File: src/rtl/pfr_pkg.sv
package pfr_pkg;

    typedef enum logic [1:0] {
        RX_IDLE    = 2'd0,
        RX_HUNT    = 2'd1,
        RX_PAUSE   = 2'd2,
        RX_CARRIER = 2'd3
    } rx_state_e;

    typedef enum logic [1:0] {
        SYM_ZERO = 2'd0,
        SYM_ONE  = 2'd1,
        SYM_BAD  = 2'd2
    } sym_e;

endpackage

File: src/rtl/pfr_edge_sync.sv
module pfr_edge_sync #(
    parameter int STAGES = 2
) (
    input  logic clk,
    input  logic rst_n,
    input  logic din,
    output logic level,
    output logic fall,
    output logic rise
);
    localparam int LAST = STAGES - 1;

    logic [STAGES-1:0] chain_q, chain_d;
    logic              prev_q, prev_d;

    generate
        if (STAGES > 1) begin : g_multi
            always_comb chain_d = {chain_q[STAGES-2:0], din};
        end else begin : g_single
            always_comb chain_d = din;
        end
    endgenerate

    always_comb prev_d = chain_q[LAST];

    // Idle line is carrier-present, so reset to ones.
    always_ff @(posedge clk or negedge rst_n) begin
        if (!rst_n) begin
            chain_q <= '1;
            prev_q  <= 1'b1;
        end else begin
            chain_q <= chain_d;
            prev_q  <= prev_d;
        end
    end

    assign level = chain_q[LAST];
    assign fall  = prev_q & ~chain_q[LAST];
    assign rise  = ~prev_q & chain_q[LAST];

endmodule

File: src/rtl/pfr_tick_stamp.sv
module pfr_tick_stamp #(
    parameter int TS_W = 16
) (
    input  logic            clk,
    input  logic            rst_n,
    input  logic            tick_en,
    output logic [TS_W-1:0] stamp
);
    logic [TS_W-1:0] cnt_q, cnt_d;

    always_comb cnt_d = cnt_q + TS_W'(tick_en);

    always_ff @(posedge clk or negedge rst_n) begin
        if (!rst_n) cnt_q <= '0;
        else        cnt_q <= cnt_d;
    end

    assign stamp = cnt_q;

endmodule

File: src/rtl/pfr_interval_judge.sv
module pfr_interval_judge
    import pfr_pkg::*;
#(
    parameter int CNT_W     = 6,
    parameter int SHORT_TK  = 4,
    parameter int THRESH_TK = 17,
    parameter int LIMIT_TK  = 31
) (
    input  logic [CNT_W-1:0] interval,
    output sym_e             sym,
    output logic             overrun
);
    always_comb begin
        overrun = (interval > CNT_W'(LIMIT_TK));
        if (interval < CNT_W'(SHORT_TK))
            sym = SYM_BAD;
        else if (interval > CNT_W'(THRESH_TK))
            sym = SYM_ONE;
        else
            sym = SYM_ZERO;
    end

endmodule

File: src/rtl/pause_frame_rx.sv
module pause_frame_rx
    import pfr_pkg::*;
#(
    parameter int FRAME_W      = 24,
    parameter int LEN_W        = 5,
    parameter int TS_W         = 16,
    parameter int PAUSE_TK     = 4,
    parameter int ONE_TK       = 21,
    parameter int ZERO_TK      = 13,
    parameter int MIN_BITS     = 6,
    parameter int MAX_BITS     = 23,
    parameter int IDLE_PERIODS = 40,
    parameter int COMP_TK      = 2,
    parameter int SYNC_STAGES  = 2
) (
    input  logic               clk,
    input  logic               rst_n,
    input  logic               tick_en,
    input  logic               arm,
    input  logic               field_in,
    input  logic               ks_bit,
    output logic               ks_step,
    output logic               done,
    output logic               frame_ok,
    output logic [FRAME_W-1:0] frame_bits,
    output logic [LEN_W-1:0]   frame_len,
    output logic [TS_W-1:0]    end_stamp
);
    localparam int THRESH_TK = (ZERO_TK + ONE_TK) / 2;
    localparam int LIMIT_TK  = (ONE_TK * 3) / 2;
    localparam int CNT_W     = $clog2(LIMIT_TK + 2);
    localparam int HT_W      = $clog2(ONE_TK);
    localparam int PER_W     = $clog2(IDLE_PERIODS + 1);
    localparam logic [LEN_W-1:0] LEN_MAX    = '1;
    localparam logic [TS_W-1:0]  END_OFFSET = TS_W'(PAUSE_TK - COMP_TK);

    typedef struct packed {
        rx_state_e          state;
        logic [HT_W-1:0]    ht;
        logic [PER_W-1:0]   per;
        logic [CNT_W-1:0]   bt;
        logic [LEN_W-1:0]   len;
        logic [FRAME_W-1:0] shreg;
        logic [TS_W-1:0]    pstart;
        logic [FRAME_W-1:0] frame;
        logic [LEN_W-1:0]   flen;
        logic               ok;
        logic [TS_W-1:0]    stamp;
        logic               done;
        logic               step;
    } regs_t;

    regs_t q, d;

    logic            lvl, fall, rise;
    logic [TS_W-1:0] now_ts;
    sym_e            sym;
    logic            overrun;
    logic            finish;
    logic            bit_val;
    logic [CNT_W-1:0] bt_next, bt_restart;

    pfr_edge_sync #(.STAGES(SYNC_STAGES)) u_sync (
        .clk   (clk),
        .rst_n (rst_n),
        .din   (field_in),
        .level (lvl),
        .fall  (fall),
        .rise  (rise)
    );

    pfr_tick_stamp #(.TS_W(TS_W)) u_stamp (
        .clk     (clk),
        .rst_n   (rst_n),
        .tick_en (tick_en),
        .stamp   (now_ts)
    );

    pfr_interval_judge #(
        .CNT_W     (CNT_W),
        .SHORT_TK  (PAUSE_TK),
        .THRESH_TK (THRESH_TK),
        .LIMIT_TK  (LIMIT_TK)
    ) u_judge (
        .interval (q.bt),
        .sym      (sym),
        .overrun  (overrun)
    );

    always_comb begin
        d          = q;
        d.done     = 1'b0;
        d.step     = 1'b0;
        finish     = 1'b0;
        bit_val    = 1'b0;
        bt_next    = overrun ? q.bt : q.bt + CNT_W'(tick_en);
        bt_restart = CNT_W'(tick_en);

        unique case (q.state)
            RX_IDLE: begin
                if (arm) begin
                    d.state = RX_HUNT;
                    d.ht    = '0;
                    d.per   = '0;
                    d.bt    = '0;
                    d.len   = '0;
                    d.shreg = '0;
                    d.step  = 1'b1;
                end
            end

            RX_HUNT: begin
                if (fall && lvl == 1'b0) begin
                    d.state  = RX_PAUSE;
                    d.bt     = bt_restart;
                    d.pstart = now_ts;
                end else if (tick_en) begin
                    if (q.ht == HT_W'(ONE_TK - 1)) begin
                        d.ht = '0;
                        if (q.per == PER_W'(IDLE_PERIODS)) begin
                            finish = 1'b1;
                        end else begin
                            d.per  = q.per + 1'b1;
                            d.step = 1'b1;
                        end
                    end else begin
                        d.ht = q.ht + 1'b1;
                    end
                end
            end

            RX_PAUSE: begin
                if (overrun) begin
                    finish = 1'b1;
                end else begin
                    d.bt = bt_next;
                    if (rise) d.state = RX_CARRIER;
                end
            end

            RX_CARRIER: begin
                if (overrun) begin
                    finish = 1'b1;
                end else if (fall) begin
                    d.pstart = now_ts;
                    d.bt     = bt_restart;
                    if (sym == SYM_BAD) begin
                        finish = 1'b1;
                    end else begin
                        bit_val = (sym == SYM_ONE) ^ ks_bit;
                        for (int k = 0; k < FRAME_W; k++) begin
                            if (q.len == LEN_W'(k)) d.shreg[k] = bit_val;
                        end
                        d.len   = (q.len == LEN_MAX) ? q.len : q.len + 1'b1;
                        d.step  = 1'b1;
                        d.state = RX_PAUSE;
                    end
                end else begin
                    d.bt = bt_next;
                end
            end

            default: d.state = RX_IDLE;
        endcase

        if (finish) begin
            d.state = RX_IDLE;
            d.done  = 1'b1;
            d.frame = q.shreg;
            d.flen  = q.len;
            d.ok    = (q.len >= LEN_W'(MIN_BITS)) && (q.len <= LEN_W'(MAX_BITS));
            d.stamp = d.pstart + END_OFFSET;
        end
    end

    always_ff @(posedge clk or negedge rst_n) begin
        if (!rst_n) q <= '0;
        else        q <= d;
    end

    assign ks_step    = q.step;
    assign done       = q.done;
    assign frame_ok   = q.ok;
    assign frame_bits = q.frame;
    assign frame_len  = q.flen;
    assign end_stamp  = q.stamp;

endmodule

File: config.mk
export PLATFORM = sky130hd
export DESIGN_NAME = pause_frame_rx
export DESIGN_NICKNAME = d
export VERILOG_FILES = /design/src/rtl/pfr_pkg.sv /design/src/rtl/pfr_edge_sync.sv /design/src/rtl/pfr_tick_stamp.sv /design/src/rtl/pfr_interval_judge.sv /design/src/rtl/pause_frame_rx.sv
export SDC_FILE = /design/constraint.sdc
export NUM_CORES = 1
export LEC_CHECK = 0
export BUFFER_PORTS_ARGS = -buffer_cell sky130_fd_sc_hd__clkbuf_2
export CAP_MARGIN = 20
export CORE_ASPECT_RATIO = 0.8
export CORE_MARGIN = 4
export CORE_UTILIZATION = 45
export CTS_BUF_LIST = sky130_fd_sc_hd__clkbuf_4
export CTS_CLUSTER_DIAMETER = 120
export DETAILED_ROUTE_END_ITERATION = 6
export PLACE_DENSITY = 0.69
export SETUP_SLACK_MARGIN = 0.1
export SLEW_MARGIN = 10
export SYNTH_ARGS = -nofsm -noshare
export SYNTH_HDL_FRONTEND = slang
export SYNTH_SLANG_ARGS = --single-unit
File: constraint.sdc
create_clock -name clk -period 6.6 [get_ports clk]
set_input_delay 1.32 -clock clk [delete_from_list [all_inputs] [get_ports clk]]
set_output_delay 1.32 -clock clk [all_outputs]
set_load 0.005 [all_outputs]
==> results.md, run 1 <==
* Max incr delay on CP at 0.67 ns
* Antenna Cells at 0
* Drt first pass iters at 6
* Aggregate global-route resource usage at 17.6%
* RSZ-0062 raised after global routing: false
* DRT iter0 DRCs at between 400 and 500
* Setup tns final at 0 ns
* Total power at ~2500 µW
* Pin count of the biggest net entering global routing at 69
* Main combinational cell family by area after synthesis: compound AO/OA/AOI/OAI gates
* CTS Hold Bufs at 0
* Vias in the first global route at 4689
* Ys async rst share at 100%
* Placement Cell Area at around 6700 µm²
* Mux contribution to synthesized area at 8.53%
* First-pass GRT wire length at 24600 µm
* Die width at 145 µm
* Drt total wl at between 10000 and 15000 µm
* CP max FO at 16
* Clock Skew at between 0.02 and 0.025 ns
* Worst-margin pin slew at roughly 0.87 ns
* Placer congestion estimate at 0.881
* Rows at 39
* Post-Syn Nets at 650
* Syn Inst Count at 629
* Vias per cell at approximately 5.8
* CP Capture Type: register
* Post-route DRC at 0
* Core area at 14500 µm²
* Postcts setup bufs at 0
* Top Ports at 54
* Total grt overflow at 0
* Post-Synth Simple-Gate Area at about an eighth
* Most used cell, CP: nand2_1
* Clock-pin slew on the worst setup and hold paths at 0.12 ns
* Startpoint types: register
* Num CTS Buffers at 17
* Top FF cell, synth: dfrtp_1
* Synth Register Bits at 131
* Worst EP required at 7.02 ns
* Setup-failing EPs final at 0
* Max-slew headroom at 41.8%
* CTS Sinks at around 130
* Die Y at 118 µm
* Synth Area in XOR/XNOR at 3.60%
* CP Class: reg -> reg
* Final Max Tran Viols at 0
* Average cell area after synthesis at 10.8 µm²
* Leak at 0.00323 µW
* Compound-Gate Fraction of Synth Area at 15.1%
* H-tree depth at 4
* Via count at 4771
* Pwr/cell area at between 300 and 400 nW/µm²
* Worst vdd rail ir drop at 0.000113 V
* Crit-path slowest cell: dfrtp_1
* Clock Latency Late Sink at 0.54 ns
* YS warnings at 0
* Final period util at a little under three fifths
* Post-synth EDFFs at 0
* Fraction of layout cells with a size suffix above 1 at 20.6%
* Syn Std Cell Area at 6810 µm²
* Fin util at 48.3%
* Fin area at ~7000 µm²
* Drt wl/cell at 17.8 µm
* Detail Route Antenna Nets at 0
* Post-CTS sizing at 0
* Adder-cell area share of the yosys netlist at 2.76%
* Initial Util at 46.8%
* Root buf cell: clkbuf_4
* Final #Nets at between 600 and 700
* Worst-case clock buffer depth at 2
* Fin. Hold Viols at 0
* Min-delay worst type: reg -> reg
* Port Buffer Count at 53
* Area Overhead vs Synth at 3.11%
* Yosys cell types at 68
* Post-synthesis sequential area ratio at 48.2%
* Final worst slack at 2.83 ns
* Detail Placement HPWL at 10200 µm
* Initial antenna violation count at 0
* Die ar. at 17200 µm²
* Fmax at 0.265 GHz
* MaxCap Viol Count at 0
* CP cell instances: nand3b_1 -> nor2_2 -> nand2_1 -> nand2_1 -> ha_1 -> inv_1 -> a2111oi_0 -> a32oi_1 -> xnor2_1 -> mux2_4
* CTS tree: done
* Arrival time at the worst endpoint at 4.19 ns
* Placement Setup Slack at ~2.9 ns
* Minimum clock period at 3.77 ns
* Outcome: completed
report_power, final:
| part | total [µW] | internal [µW] | leakage [µW] | switching (µW) |
|---|---|---|---|---|
| clock network | 560 | 264 | 0.000150 | 296 |
| registers | 1230 | 1030 | 0.00176 | 199 |
| logic | 760 | 344 | 0.00132 | 417 |
through the flow:
| stage | cells | hold slack (ns) |
|---|---|---|
| after floorplan | 629 | 0.345 |
| after global placement | 788 | 0.368 |
| after detailed placement | 788 | 0.366 |
| after CTS | 820 | 0.379 |
| after global routing | 820 | 0.388 |
| final | 820 | 0.372 |
sequential cells by signal (all words and copies together) (netlist names):
register	count
frame_bits	24
end_stamp	16
frame_ok	1
q	64
u_stamp.stamp	16
u_sync.prev_q	1
u_sync.chain_q	2
ks_step	1
done	1
frame_len	5
Yosys cell counts, types with 8 or more instances:
cell / instances / share of area [%]
buf_2: 8 / 0.59
xnor2_1: 21 / 2.7
nor2b_1: 11 / 1.0
mux2_4: 21 / 4.6
nand4_1: 12 / 1.1
nand2_1: 51 / 2.8
clkbuf_1: 14 / 0.77
ha_1: 15 / 2.8
buf_6: 8 / 1.3
nor2_1: 16 / 0.88
dfrtp_1: 128 / 47
nor3_1: 8 / 0.59
a21oi_1: 27 / 2.0
nand3_1: 16 / 1.2
buf_4: 48 / 5.3
o41ai_1: 23 / 3.0
a31oi_1: 10 / 0.92
mux2_2: 15 / 2.5
o21ai_0: 55 / 4.0
inv_1: 15 / 0.83
placed cells by master, fill, tap and decap left out, types with 7 or more instances in the layout:
cell | Yosys | final
dfrtp_1 | 128 | 128
nor2b_1 | 11 | 11
xnor2_1 | 21 | 21
mux2_4 | 21 | 21
nand4_1 | 12 | 12
nand2_1 | 51 | 51
o41ai_1 | 23 | 23
and3_1 | 7 | 7
o21ai_0 | 55 | 55
clkbuf_2 | 0 | 52
xor2_1 | 7 | 7
clkbuf_4 | 0 | 19
inv_1 | 15 | 15
o31ai_1 | 7 | 7
a21oi_1 | 27 | 27
nor2_1 | 16 | 16
nor3_1 | 8 | 8
a31oi_1 | 10 | 10
nand3_1 | 16 | 16
ha_1 | 15 | 15
mux2_2 | 15 | 15
path summary, 6_finish.rpt:
path	endpoint	cells past startpoint	from	slack, ns
hold / removal	u_sync.chain_q[1]	0	u_sync.chain_q[0]	0.37
min in group asynchronous	frame_bits[15]	1	rst_n	0.86
max in group asynchronous	u_stamp.stamp[8]	2	rst_n	4.35
setup reg to reg	end_stamp[13]	10	q[110]	2.83
hold reg to reg	u_sync.chain_q[1]	0	u_sync.chain_q[0]	0.37
setup / recovery	end_stamp[13]	10	q[110]	2.83
critical path, delay by kind of cell (launching register included):
kind / cells / cell delay [ns]
compound gates: 2 / 0.71
xor+xnor: 1 / 0.18
fa+ha+maj: 1 / 0.31
buf+inv: 1 / 0.11
flops: 1 / 0.67
mux: 1 / 0.26
simple gates: 4 / 1.43
layout make-up:
class	count	area, µm²
Timing Repair Buffer	57	298
Clock buffer	19	143
Inverter	16	65.1
Tap cell	184	230
Multi-Input combinational cell	400	2860
Clock inverter	13	143
Sequential cell	131	3280
Fill cell	1347	7520
cell families after synthesis:
| family | count (synthesis) |
|---|---|
| compound gates | 157 |
| xor+xnor | 28 |
| fa+ha+maj | 15 |
| buf+inv | 98 |
| flops | 131 |
| mux | 45 |
| simple gates | 155 |
layer usage:
| metal | part of all wire, % | up-vias | track usage (%) |
|---|---|---|---|
| met5 | 0 | - | 0 |
| met2 | 44 | 156 | 25.3 |
| met3 | 5.2 | 18 | 5.39 |
| met4 | 1.5 | 0 | 4.98 |
| met1 | 49 | 2371 | 25.6 |
| li1 | - | 2226 | - |
(Power assumes the default switching activity.)
==> inputs of run 2 (changes only) <==
--- a/config.mk
+++ b/config.mk
@@ -13,7 +13,7 @@
 export CTS_BUF_LIST = sky130_fd_sc_hd__clkbuf_4
 export CTS_CLUSTER_DIAMETER = 120
 export DETAILED_ROUTE_END_ITERATION = 6
-export PLACE_DENSITY = 0.69
+export PLACE_DENSITY = 0.71
 export SETUP_SLACK_MARGIN = 0.1
 export SLEW_MARGIN = 10
 export SYNTH_ARGS = -nofsm -noshare
==> constraint.sdc (replaced) <==
create_clock -name clk -period 3.4 [get_ports clk]
set_input_delay 0.68 -clock clk [delete_from_list [all_inputs] [get_ports clk]]
set_output_delay 0.68 -clock clk [all_outputs]
set_load 0.005 [all_outputs]
==> run 2 against run 1 <==
  * Largest cell class unchanged
  * Utilization up 0.72 points
  * Wire length increased by 3.7%
  * Critical path depth stayed put
  * Critical path type unchanged
  * Power is 100% higher
  * Maximum frequency increased by 29%
==> results.md, run 2 (synthesized netlist as in run 1, its figures left out) <==
* First-pass GRT wire length at 25500 µm (+3.5%)
* Leak at 0.00328 µW (+1.6%)
* Fraction of layout cells with a size suffix above 1 at 21.9% (+1.3 points)
* Worst EP required at 3.82 ns (-3.20 ns)
* Final period util at 85.9% (+29 points)
* Setup tns final at 0 ns (unchanged)
* Post-route insts no fill at 828 (+0.98%)
* Most frequent cells in the layout: dfrtp_1 (128), o21ai_0 (55), clkbuf_2 (52)
* Fmax at 0.342 GHz (+29%)
* Initial Util at 46.8% (unchanged)
* Core area at 14500 µm² (unchanged)
* DRT iter0 DRCs at 417 (-14%)
* Placer congestion estimate at 0.851 (-3.4%)
* Top layer in use: met4
* Via count at 4827 (+1.2%)
* Vias in the first global route at 4853 (+3.5%)
* Postcts setup bufs at 0 (unchanged)
* CP cell instances: and3b_1 -> nand2_1 -> nand2_1 -> nand2_1 -> ha_1 -> inv_1 -> a2111oi_0 -> a32oi_1 -> xnor2_1 -> mux2_4
* Startpoint types: register
* Outcome: completed
* Total grt overflow at 0 (unchanged)
* Detail Route Antenna Nets at 0 (unchanged)
* Die Y at 118 µm (unchanged)
* Setup-failing EPs final at 0 (unchanged)
* Worst setup startpoint: q[110]
* CP Capture Type: register
* Routed wl met2 at 6860 µm (+6.6%)
* Vias per cell at 5.83 (+0.20%)
* CTS Sinks at 131 (unchanged)
* Final Max Tran Viols at 0 (unchanged)
* Worst-margin pin slew at 0.935 ns (+0.0617 ns)
* Antenna Cells at 0 (unchanged)
* Max-slew headroom at 37.7% (-4.1 points)
* Initial antenna violation count at 0 (unchanged)
* Most used cell, CP: nand2_1
* CTS Hold Bufs at 0 (unchanged)
* Max incr delay on CP at 0.59 ns (-0.08 ns)
* Met3 routed WL at 990 µm (+31%)
* Most common cell after layout, fill and taps aside: dfrtp_1
* Top Ports at 54 (unchanged)
* Pin count of the biggest net entering global routing at 58 (-16%)
* Placed cell count at 796 (+1.0%)
* Area Overhead vs Synth at 4.65%
* Clock Skew at 0.0120 ns (-0.00895 ns)
* Top delay family on crit path: simple AND/OR/NAND/NOR gates
* Buf+Inv Stages, Crit Path at 1 (unchanged)
* Drt wl/cell at 18.3 µm (+2.7%)
* Met1 wire length at 7120 µm (-0.93%)
* Drt total wl at 15100 µm (+3.7%)
* Worst-case clock buffer depth at 2 (unchanged)
* Detail Placement HPWL at 10500 µm (+3.6%)
* CTS tree: done
* H-tree depth at 4 (unchanged)
* Num CTS Buffers at 17 (unchanged)
* MaxCap Viol Count at 0 (unchanged)
* Post-route DRC at 0 (unchanged)
* Largest register FFs at 64 (unchanged)
* Arrival time at the worst endpoint at 3.34 ns (-0.85 ns)
* Pwr/cell area at 714 nW/µm² (+97%)
* Rows at 39 (unchanged)
* Min-delay worst type: in -> async
* Aggregate global-route resource usage at 18.3% (+0.70 points)
* Die width at 145 µm (unchanged)
* Minimum clock period at 2.92 ns (-0.854 ns)
* Worst vdd rail ir drop at 0.000224 V (+99%)
* Root buf cell: clkbuf_4
* RSZ-0062 raised after global routing: false
* Fin. Hold Viols at 0 (unchanged)
* Clock-pin slew on the worst setup and hold paths at 0.12 ns (about the same)
* Final #Nets at 652 (+1.2%)
* Port Buffer Count at 53 (unchanged)
* CP Class: reg -> reg
* Crit-path slowest cell: dfrtp_1
* Most flops, register: q
* Drt first pass iters at 7 (+1)
* Post-CTS sizing at 0 (unchanged)
* CP max FO at 16 (unchanged)
* Reg2reg start: q[110]
* Clock Latency Late Sink at 0.54 ns (about the same)
* Flop2flop setup slack at 0.48 ns (-2.35 ns)
* Die ar. at 17200 µm² (unchanged)
run 2: cell count changes in the layout (fill, tap and decap cells not counted):
cell,before,now
buf_12,0,1
clkinv_1,5,3
buf_4,5,12
bufinv_16,3,4
clkbuf_4,19,17
clkinv_4,2,4
clkinvlp_4,2,3
run 2: layer usage:
metal	track usage, %	vias to the layer above
met3	5.74	24
li1	-	2244
met2	27.1	152
met4	5.69	0
met5	0	-
met1	25.6	2407
run 2: path summary, 6_finish.rpt:
| check | endpoint | depth (start not counted) |
|---|---|---|
| max reg2reg | end_stamp[13] | 10 |
| max in group asynchronous | u_sync.chain_q[0] | 2 |
| min | q[55] | 1 |
| max | end_stamp[13] | 10 |
| min reg2reg | u_sync.chain_q[1] | 0 |
| min in group clk | u_sync.chain_q[0] | 1 |
run 2: per-stage QoR:
stage,total power (µW),setup WS [ns],instance area [µm²],hold slack (ns),utilization (%)
floorplan,3660,0.844,6810,0.345,-
global placement,3860,0.756,6800,0.369,46.8
detailed placement,3950,0.578,6800,0.368,46.8
CTS,5130,0.530,7120,0.101,49.0
global route,5450,0.304,7120,0.104,49.0
finish,5090,0.479,7120,0.122,49.0
run 2: where the power goes:
part	internal (µW)	total, µW	switching [µW]
combinational	694	1560	862
sequential	2000	2360	365
clock	575	1170	592
run 2: cell type report:
class,count,area [µm²]
Timing Repair Buffer,65,370
Clock inverter,15,190
Fill cell,1305,7420
Clock buffer,17,128
Tap cell,184,230
Sequential cell,131,3280
Multi-Input combinational cell,400,2860
Inverter,16,65.1
